$ cat src/rtl/isr_pkg.sv
package isr_pkg;
    localparam int OFS_RXMOD  = 'h0C;
    localparam int OFS_TXMOD  = 'h10;
    localparam int OFS_STATUS = 'h3C;
    localparam int OFS_MASK   = 'h40;
    localparam int RX_BIT     = 0;
    localparam int TX_BIT     = 4;
    localparam int NUM_DIR    = 2;

    typedef enum logic {
        MOD_IDLE  = 1'b0,
        MOD_ACCUM = 1'b1
    } mod_state_e;
endpackage

$ cat src/rtl/isr_prescale.sv
module isr_prescale #(
    parameter int TICK_DIV = 8
) (
    input  logic clk,
    input  logic rst_n,
    output logic tick_o
);
    localparam int CW = (TICK_DIV > 2) ? $clog2(TICK_DIV) : 1;
    localparam logic [CW-1:0] LAST = CW'(TICK_DIV - 1);

    logic [CW-1:0] cnt_q;

    always_ff @(posedge clk or negedge rst_n) begin
        if (!rst_n)            cnt_q <= '0;
        else if (cnt_q == LAST) cnt_q <= '0;
        else                   cnt_q <= cnt_q + 1'b1;
    end

    assign tick_o = (cnt_q == LAST);
endmodule

$ cat src/rtl/isr_mod_chan.sv
module isr_mod_chan
    import isr_pkg::*;
#(
    parameter int CNT_W = 8,
    parameter int TMO_W = 8
) (
    input  logic             clk,
    input  logic             rst_n,
    input  logic             evt_i,
    input  logic             tick_i,
    input  logic [CNT_W-1:0] thr_i,
    input  logic [TMO_W-1:0] tmo_i,
    output logic             fire_o,
    output logic             idle_o
);
    mod_state_e       state_q, state_d;
    logic [CNT_W-1:0] cnt_q, cnt_d;
    logic [TMO_W-1:0] tmr_q, tmr_d;
    logic [CNT_W:0]   cnt_inc;
    logic [TMO_W:0]   tmr_inc;
    logic             evt_hit, tmo_hit;

    // state register
    always_ff @(posedge clk or negedge rst_n) begin
        if (!rst_n) begin
            state_q <= MOD_IDLE;
            cnt_q   <= '0;
            tmr_q   <= '0;
        end else begin
            state_q <= state_d;
            cnt_q   <= cnt_d;
            tmr_q   <= tmr_d;
        end
    end

    // outputs: report conditions
    always_comb begin
        cnt_inc = {1'b0, cnt_q} + 1'b1;
        tmr_inc = {1'b0, tmr_q} + 1'b1;
        evt_hit = evt_i && (cnt_inc >= {1'b0, thr_i});
        tmo_hit = (state_q == MOD_ACCUM) && tick_i && (tmo_i != '0)
                  && (tmr_inc >= {1'b0, tmo_i});
        fire_o  = evt_hit || tmo_hit;
        idle_o  = (state_q == MOD_IDLE);
    end

    // next state
    always_comb begin
        state_d = state_q;
        cnt_d   = cnt_q;
        tmr_d   = tmr_q;
        unique case (state_q)
            MOD_IDLE: begin
                if (evt_i && !fire_o) begin
                    state_d = MOD_ACCUM;
                    cnt_d   = CNT_W'(1);
                    tmr_d   = '0;
                end
            end
            MOD_ACCUM: begin
                if (fire_o) begin
                    state_d = MOD_IDLE;
                    cnt_d   = '0;
                    tmr_d   = '0;
                end else begin
                    if (evt_i)                   cnt_d = cnt_inc[CNT_W-1:0];
                    if (tick_i && (tmr_q != '1)) tmr_d = tmr_inc[TMO_W-1:0];
                end
            end
            default: state_d = MOD_IDLE;
        endcase
    end
endmodule

$ cat src/rtl/irq_status_unit.sv
module irq_status_unit
    import isr_pkg::*;
#(
    parameter int ADDR_W   = 8,
    parameter int DATA_W   = 16,
    parameter int TICK_DIV = 8
) (
    input  logic              clk,
    input  logic              rst_n,
    input  logic              rx_done_i,
    input  logic              tx_done_i,
    input  logic [ADDR_W-1:0] reg_addr_i,
    input  logic              reg_wr_i,
    input  logic              reg_rd_i,
    input  logic [DATA_W-1:0] reg_wdata_i,
    output logic [DATA_W-1:0] reg_rdata_o,
    output logic              irq_o
);
    localparam int HALF = DATA_W / 2;
    localparam logic [ADDR_W-1:0] A_RXMOD  = ADDR_W'(OFS_RXMOD);
    localparam logic [ADDR_W-1:0] A_TXMOD  = ADDR_W'(OFS_TXMOD);
    localparam logic [ADDR_W-1:0] A_STATUS = ADDR_W'(OFS_STATUS);
    localparam logic [ADDR_W-1:0] A_MASK   = ADDR_W'(OFS_MASK);

    logic [DATA_W-1:0]  mod_q [NUM_DIR];
    logic [DATA_W-1:0]  mask_q, status_q, set_vec;
    logic [NUM_DIR-1:0] evt, fire, chan_idle;
    logic               tick, rd_status, irq_q;

    assign evt = {tx_done_i, rx_done_i};

    isr_prescale #(.TICK_DIV(TICK_DIV)) u_presc (
        .clk(clk), .rst_n(rst_n), .tick_o(tick)
    );

    for (genvar d = 0; d < NUM_DIR; d++) begin : g_dir
        isr_mod_chan #(.CNT_W(HALF), .TMO_W(DATA_W - HALF)) u_chan (
            .clk   (clk),
            .rst_n (rst_n),
            .evt_i (evt[d]),
            .tick_i(tick),
            .thr_i (mod_q[d][HALF-1:0]),
            .tmo_i (mod_q[d][DATA_W-1:HALF]),
            .fire_o(fire[d]),
            .idle_o(chan_idle[d])
        );
    end

    always_comb begin
        set_vec         = '0;
        set_vec[RX_BIT] = fire[0];
        set_vec[TX_BIT] = fire[1];
    end

    assign rd_status = reg_rd_i && (reg_addr_i == A_STATUS);

    always_ff @(posedge clk or negedge rst_n) begin
        if (!rst_n) begin
            status_q <= '0;
            mask_q   <= '0;
            irq_q    <= 1'b0;
            for (int d = 0; d < NUM_DIR; d++) mod_q[d] <= '0;
        end else begin
            status_q <= (status_q & ~{DATA_W{rd_status}}) | set_vec;
            irq_q    <= |(status_q & mask_q);
            if (reg_wr_i) begin
                if (reg_addr_i == A_RXMOD) mod_q[0] <= reg_wdata_i;
                if (reg_addr_i == A_TXMOD) mod_q[1] <= reg_wdata_i;
                if (reg_addr_i == A_MASK)  mask_q   <= reg_wdata_i;
            end
        end
    end

    always_comb begin
        reg_rdata_o = '0;
        if (reg_addr_i == A_RXMOD)  reg_rdata_o = mod_q[0];
        if (reg_addr_i == A_TXMOD)  reg_rdata_o = mod_q[1];
        if (reg_addr_i == A_STATUS) reg_rdata_o = status_q;
        if (reg_addr_i == A_MASK)   reg_rdata_o = mask_q;
    end

    assign irq_o = irq_q;
endmodule

$ cat config.mk
export PLATFORM = sky130hd
export DESIGN_NAME = irq_status_unit
export DESIGN_NICKNAME = d
export VERILOG_FILES = /design/src/rtl/isr_pkg.sv /design/src/rtl/isr_prescale.sv /design/src/rtl/isr_mod_chan.sv /design/src/rtl/irq_status_unit.sv
export SDC_FILE = /design/constraint.sdc
export NUM_CORES = 1
export LEC_CHECK = 0
export BUFFER_PORTS_ARGS = -buffer_cell sky130_fd_sc_hd__buf_4
export CAP_MARGIN = 5
export CELL_PAD_IN_SITES_DETAIL_PLACEMENT = 1
export CELL_PAD_IN_SITES_GLOBAL_PLACEMENT = 2
export CORE_MARGIN = 2
export CORE_UTILIZATION = 39
export DETAILED_ROUTE_END_ITERATION = 8
export PLACE_DENSITY = 0.89
export SYNTH_ARGS = -nofsm -noshare
export SYNTH_HDL_FRONTEND = slang
export SYNTH_SLANG_ARGS = --single-unit
export TNS_END_PERCENT = 10
$ cat constraint.sdc
create_clock -name clk -period 3.4 [get_ports clk]
set_input_delay 0.17 -clock clk [delete_from_list [all_inputs] [get_ports clk]]
set_output_delay 0.17 -clock clk [all_outputs]
set_load 0.005 [all_outputs]
==> results.yml, run 1 <==
drt:
  first_pass_iters: 8
  wl_per_cell_um: 19.59
  ant_nets: 0
  routed_via_density: 5.733
  route.detailed.drc: 0
  wirelength_um: 15990
  vias: 4678
  drt_iter0_markers: 364
final_layout:
  layout-drive-gt1-share_pct: 23.10
  nets: 695
  diodes: 0
  fin_util_pct: 46.90
  multi_input_area_mm2: 0.003169
  fillers: 1611
  seq_area_mm2: 0.002554
  area_growth_syn_to_layout_pct: 16.29
  fin_area_mm2: 0.006868
setup_path:
  path_cells: "ha_1 -> nand3_1 -> inv_1 -> nand3_1 -> xnor2_1 -> ha_1 -> a21oi_1 -> o21ai_0 -> a221o_1 -> a2111oi_2 -> buf_4 -> and3_1 -> a211o_1"
  cp.buffers_inverters: 2
  endpoint_kind: "register"
  critPathSlowestCell: "a221o_1"
  arrival_ns: 3.54
  required_ns: 3.69
  startpoint_type: "register"
  cp_max_fo: 9
  cp_top_family: "compound AO/OA/AOI/OAI gates"
  reg2reg_slack_ns: 0.15
  setup.worst_path.class: "reg2reg"
  max_stage_delay_ns: 0.46
power:
  seq_power_share_pct: 40.9
  power_density_mw_per_mm2: 508.6
  intPower_w: 0.002325
  switchingPower_w: 0.001168
  share_comb_of_total_power_pct: 27.4
  leakage_nw: 3.333
  sw_frac_of_total_pct: 33.44
  clockPowerShare_pct: 31.6
  irDropWorstVdd_mv: 0.3496
job:
  drv_cap: 0
clocking:
  cts.sinks: 102
  insertion_delay_ns: 0.36
  tritoncts: "built"
  postCtsSetupRepairBufs: 0
  htree_levels: 3
  clock_path_buffers: 2
  cts_buffers: 9
  clock-root-buffer: "clkbuf_16"
  clk_pin_slew_ns: 0.07
place:
  dpl-instance-area_mm2: 0.006505
  gp_congestion: 0.7999
  portBuffers: 46
  dp_hpwl_um: 11910
global_route:
  grt_max_degree: 50
  antenna_found_initial: 0
  grt.overflow.total: 0
  grt_pass1_wl_um: 26360
  grt_pass1_vias: 5025
  grtUsageTotal_pct: 20.62
floorplan:
  die_h_um: 127.1
  initial_utilization_pct: 40.33
  die_area_mm2: 0.01614
  rows: 44
  core_mm2: 0.01464
  die_x_um: 127.1
  num_io_pins: 47
outcome:
  outcome: "finished clean"
logic_synthesis:
  seq_area_frac_synth_pct: 43.22
  synth_edf_count: 0
  synth_top_flop_cell: "dfrtp_1"
  synthDistinctLibCells: 53
  yosysTopAreaCellShare_pct: 43.22
  synth_fp_nets: 642
  syn-cell-area_mm2: 0.005906
  synth_top_area_cell: "dfrtp_1"
  postSynthAreaPerCell_um2: 10.29
  synth_common_cells: "dfrtp_1 (102), nand2_1 (51), ha_1 (38), mux2_2 (38), inv_1 (34)"
  async_flop_share_pct: 100.0
  ys_seq_elements: 102
  yosysMostFrequentCell: "dfrtp_1"
  synth_area_leaders: "dfrtp_1 (43%), ha_1 (8.1%), mux2_2 (7.2%)"
  synth_cells: 574
  ys_warn_count: 0
sta:
  min_period_ns: 3.250
  slew-limit-headroom_pct: 53.02
  fin_crit_sh_pct: 95.58
  finalSetupViolCount: 0
  tightest_slew_ns: 0.7032
  max_freq_ghz: 0.3077
  hold_viol: 0
  whs_ns: 0.05923
  drv_slew: 0
  timing.setup.tns_ns: 0
  finClkSkew_ns: 0.006091
hold_path:
  hold_class: "in2reg"
-- stage by stage --
stage	setup WS, ns	power [W]	std cells
floorplan	0.3820	0.002006	574
global placement	0.3766	0.002319	799
detailed placement	0.1476	0.002382	799
CTS	0.1290	0.003489	816
global route	-0.04290	0.003708	816
finish	0.1502	0.003493	816
-- area by class of cell --
type                       count  share of cell area (%)
clock buffer                  10                   3.480
clock inverter                 6                   1.093
inverter                      35                   1.931
multi-input combinational    417                   46.15
sequential                   102                   37.18
tap                          184                   3.352
timing repair buffer          62                   6.814
-- metal layers --
| layer | share of wire, % | global-route usage [%] | vias to the layer above |
|---|---|---|---|
| met4 | 1.5 | 5.236 | 0 |
| met2 | 52 | 36.24 | 89 |
| li1 | - | - | 2204 |
| met3 | 4.6 | 4.816 | 18 |
| met5 | 0 | 0 | - |
| met1 | 42 | 25.67 | 2367 |
-- sequential cells by signal, indices dropped and copies added (netlist names) --
register              flops
u_presc.cnt_q             3
g_dir.u_chan.cnt_q       16
irq_o                     1
mod_q                    32
g_dir.u_chan.tmr_q       16
status_q                 16
g_dir.u_chan.state_q      2
mask_q                   16
-- cell families (layout without fill, tap and decap cells) --
logic type / count (synthesis) / count (layout) / synth area share [%]
xor+xnor: 31 / 31 / 4.597
simple gates: 164 / 164 / 13.90
mux: 50 / 50 / 10.13
compound gates: 134 / 134 / 16.36
fa+ha+maj: 38 / 38 / 8.051
flops: 102 / 102 / 43.22
buf+inv: 55 / 113 / 3.750
-- power groups by stage --
stage / registers [W] / logic [W] / clock network (W)
floorplan: 0.00139 / 0.000621 / 0
global placement: 0.00144 / 0.000878 / 0
detailed placement: 0.00145 / 0.000930 / 0
CTS: 0.00143 / 0.000935 / 0.00113
global route: 0.00145 / 0.00108 / 0.00118
finish: 0.00143 / 0.000958 / 0.00111
-- repair_timing --
item                       in CTS  in global routing
resized for setup               0                  8
setup endpoints to repair       0                 21
hold endpoints to repair       47                  0
hold buffers                    1                  0
-- worst reg2reg max path, cell delays in order (launching register included) --
cell and delay [ns]:
dfrtp_2 0.42, ha_1 0.24, nand3_1 0.16, inv_1 0.09
nand3_1 0.13, xnor2_1 0.17, ha_1 0.31, a21oi_1 0.17
o21ai_0 0.19, a221o_1 0.46, a2111oi_2 0.35, buf_4 0.22
and3_1 0.17, a211o_1 0.10
-- cell usage in the layout (no fill, tap or decap), drive strengths merged, types with 2 or more instances in the layout --
| master | instances |
|---|---|
| dfrtp | 102 |
| buf | 61 |
| nand2 | 54 |
| mux2 | 48 |
| ha | 38 |
| inv | 38 |
| a21oi | 33 |
| nor2 | 32 |
| o21ai | 20 |
| xnor2 | 19 |
| nand3 | 18 |
| a222oi | 16 |
| and2 | 16 |
| xor2 | 12 |
| a22o | 10 |
| clkbuf | 10 |
| and3 | 9 |
| a221oi | 8 |
| a31oi | 7 |
| a32o | 7 |
| a21o | 5 |
| nand4 | 5 |
| nor4 | 5 |
| nor2b | 5 |
| o21a | 5 |
| o21bai | 5 |
| nor3 | 5 |
| nand2b | 4 |
| o22ai | 4 |
| o31ai | 4 |
| or2 | 3 |
| or3 | 2 |
| a221o | 2 |
| a22oi | 2 |
| mux2i | 2 |
| nand4b | 2 |
| a211o | 2 |
-- final timing paths --
check	to	cells past startpoint	start
max in group asynchronous	status_q[7]	3	rst_n
min in group asynchronous	g_dir[0].u_chan.cnt_q[5]	2	rst_n
min reg2reg	u_presc.cnt_q[0]	1	u_presc.cnt_q[0]
max	g_dir[0].u_chan.cnt_q[6]	13	g_dir[0].u_chan.cnt_q[0]
max reg2reg	g_dir[0].u_chan.cnt_q[6]	13	g_dir[0].u_chan.cnt_q[0]
min	mask_q[10]	2	reg_wdata_i[10]
(Power assumes the default switching activity.)
==> run 2, diff against run 1 <==
==> constraint.sdc (replaced) <==
create_clock -name clk -period 3.1 [get_ports clk]
set_input_delay 0.155 -clock clk [delete_from_list [all_inputs] [get_ports clk]]
set_output_delay 0.155 -clock clk [all_outputs]
set_load 0.005 [all_outputs]
==> run 2 against run 1 <==
  * Core utilization increased by 0.98 points
  * Worst hold slack lost 0.013 ns
  * Clock-buffer cell count is the same
  * Total power grew 9.8%
  * Sequential cell count unchanged
  * Cell count rose by 2.0%
  * Routed wire length grew 4.5%
  * Critical path depth stayed put
  * Clock skew grew 0.0017 ns
  * Largest power group unchanged
==> results.yml, run 2 (same netlist as run 1, synthesis figures left out) <==
outcome:
  outcome: "finished clean"
setup_path:
  path_cells: "ha_1 -> nand3_1 -> inv_1 -> nand3_2 -> xnor2_2 -> ha_1 -> a21oi_2 -> o21ai_2 -> a221o_1 -> a2111oi_2 -> buf_4 -> o21ai_0 -> a21bo_2"
  setup.worst_path.class: "reg2reg"
  required_ns: 3.40
  cp_top_family: "compound AO/OA/AOI/OAI gates"
  arrival_ns: 3.28
  cp_max_fo: 9
  max_stage_delay_ns: 0.40
  startpoint_type: "register"
  endpoint_kind: "register"
  critPathSlowestCell: "dfrtp_2"
  cp.buffers_inverters: 2
  crit_top_cell: "ha_1"
floorplan:
  rows: 44
  die_h_um: 127.1
  num_io_pins: 47
  die_area_mm2: 0.01614
  die_x_um: 127.1
  initial_utilization_pct: 40.33
  core_mm2: 0.01464
global_route:
  grt_pass1_wl_um: 26910
  antenna_found_initial: 0
  grt_pass1_vias: 5142
  grtUsageTotal_pct: 21.25
  grt_max_degree: 56
  grt.overflow.total: 0
drt:
  drt_iter0_markers: 299
  vias: 4773
  routed_via_density: 5.737
  ant_nets: 0
  route.detailed.drc: 0
  first_pass_iters: 6
  wl_per_cell_um: 20.08
  wirelength_um: 16700
sta:
  fin_crit_sh_pct: 96.14
  finClkSkew_ns: 0.007800
  timing.setup.tns_ns: 0
  slew-limit-headroom_pct: 51.22
  final.setup.worst_slack_ns: 0.1198
  whs_ns: 0.04634
  tightest_slew_ns: 0.7317
  drv_slew: 0
  min_period_ns: 2.980
  hold_viol: 0
  max_freq_ghz: 0.3355
  rsz0062_at_grt: "true"
  finalSetupViolCount: 0
power:
  power_density_mw_per_mm2: 546.7
  irDropWorstVdd_mv: 0.3233
  leakage_nw: 3.426
clocking:
  clock_path_buffers: 2
  clock-root-buffer: "clkbuf_16"
  clk_pin_slew_ns: 0.08
  tritoncts: "built"
  htree_levels: 3
  cts_buffers: 9
  insertion_delay_ns: 0.36
  cts.sinks: 102
job:
  drv_cap: 0
place:
  portBuffers: 46
  place_inst: 811
  gp_congestion: 0.8599
  place_worst_setup_slack_ns: -0.09397
  dp_hpwl_um: 12140
hold_path:
  hold_class: "in2reg"
final_layout:
  mostFrequentLayoutCells: "dfrtp_1 (99), buf_4 (76), nand2_1 (50), mux2_2 (38), ha_1 (37)"
  nets: 711
  final_common_cell: "dfrtp_1"
  fin_util_pct: 47.88
  area_growth_syn_to_layout_pct: 18.73
  layout-drive-gt1-share_pct: 26.54
  diodes: 0
  multi_input_area_mm2: 0.003218
  fillers: 1613
  regMostFlops: "mod_q"
  fin_cells: 832
  largest_reg_flops: 32
  seq_area_mm2: 0.002556
run 2: through the flow:
step,total power [W],cell area [um2]
2_1_floorplan,0.002200,5906
3_3_place_gp,0.002593,6595
3_5_place_dp,0.002673,6595
4_1_cts,0.003816,6919
5_1_grt,0.004051,7012
6_report,0.003834,7012
run 2: worst paths after layout:
path | start | end | slack, ns | cells past startpoint
worst max register to register | g_dir[0].u_chan.cnt_q[0] | g_dir[0].u_chan.cnt_q[2] | 0.12 | 13
worst max-delay path | g_dir[0].u_chan.cnt_q[0] | g_dir[0].u_chan.cnt_q[2] | 0.12 | 13
worst min-delay path | reg_wdata_i[1] | mod_q[17] | 0.05 | 2
min in group asynchronous | rst_n | g_dir[0].u_chan.cnt_q[3] | 0.41 | 2
worst min register to register | u_presc.cnt_q[0] | u_presc.cnt_q[0] | 0.44 | 1
max in group asynchronous | rst_n | g_dir[1].u_chan.tmr_q[0] | 1.83 | 3
run 2: metal layers:
layer | track usage, % | routed length [um]
met3 | 3.978 | 591
met5 | 0 | 0
met2 | 38.08 | 8724
met4 | 3.878 | 144
met1 | 27.09 | 7242
run 2: layout make-up:
cell class,count,share of cell area (%)
inverters,35,1.892
flip-flops and latches,102,36.46
well taps,184,3.283
clock buffers,10,3.266
multi-input cells,417,45.90
repair buffers,78,8.440
clock inverters,6,0.7673
run 2: what timing repair did:
action	4_1_cts	5_1_grt
hold buffers	1	0
pin swaps	1	3
hold endpoints to repair	53	0
setup endpoints to repair	12	27
buffers inserted	0	4
resized for setup	6	21
run 2: power breakdown:
group | internal, W | switching [W] | leakage, nW
clock network | 0.000561 | 0.000545 | 0.136
registers | 0.00142 | 0.000108 | 1.38
logic | 0.000526 | 0.000671 | 1.90
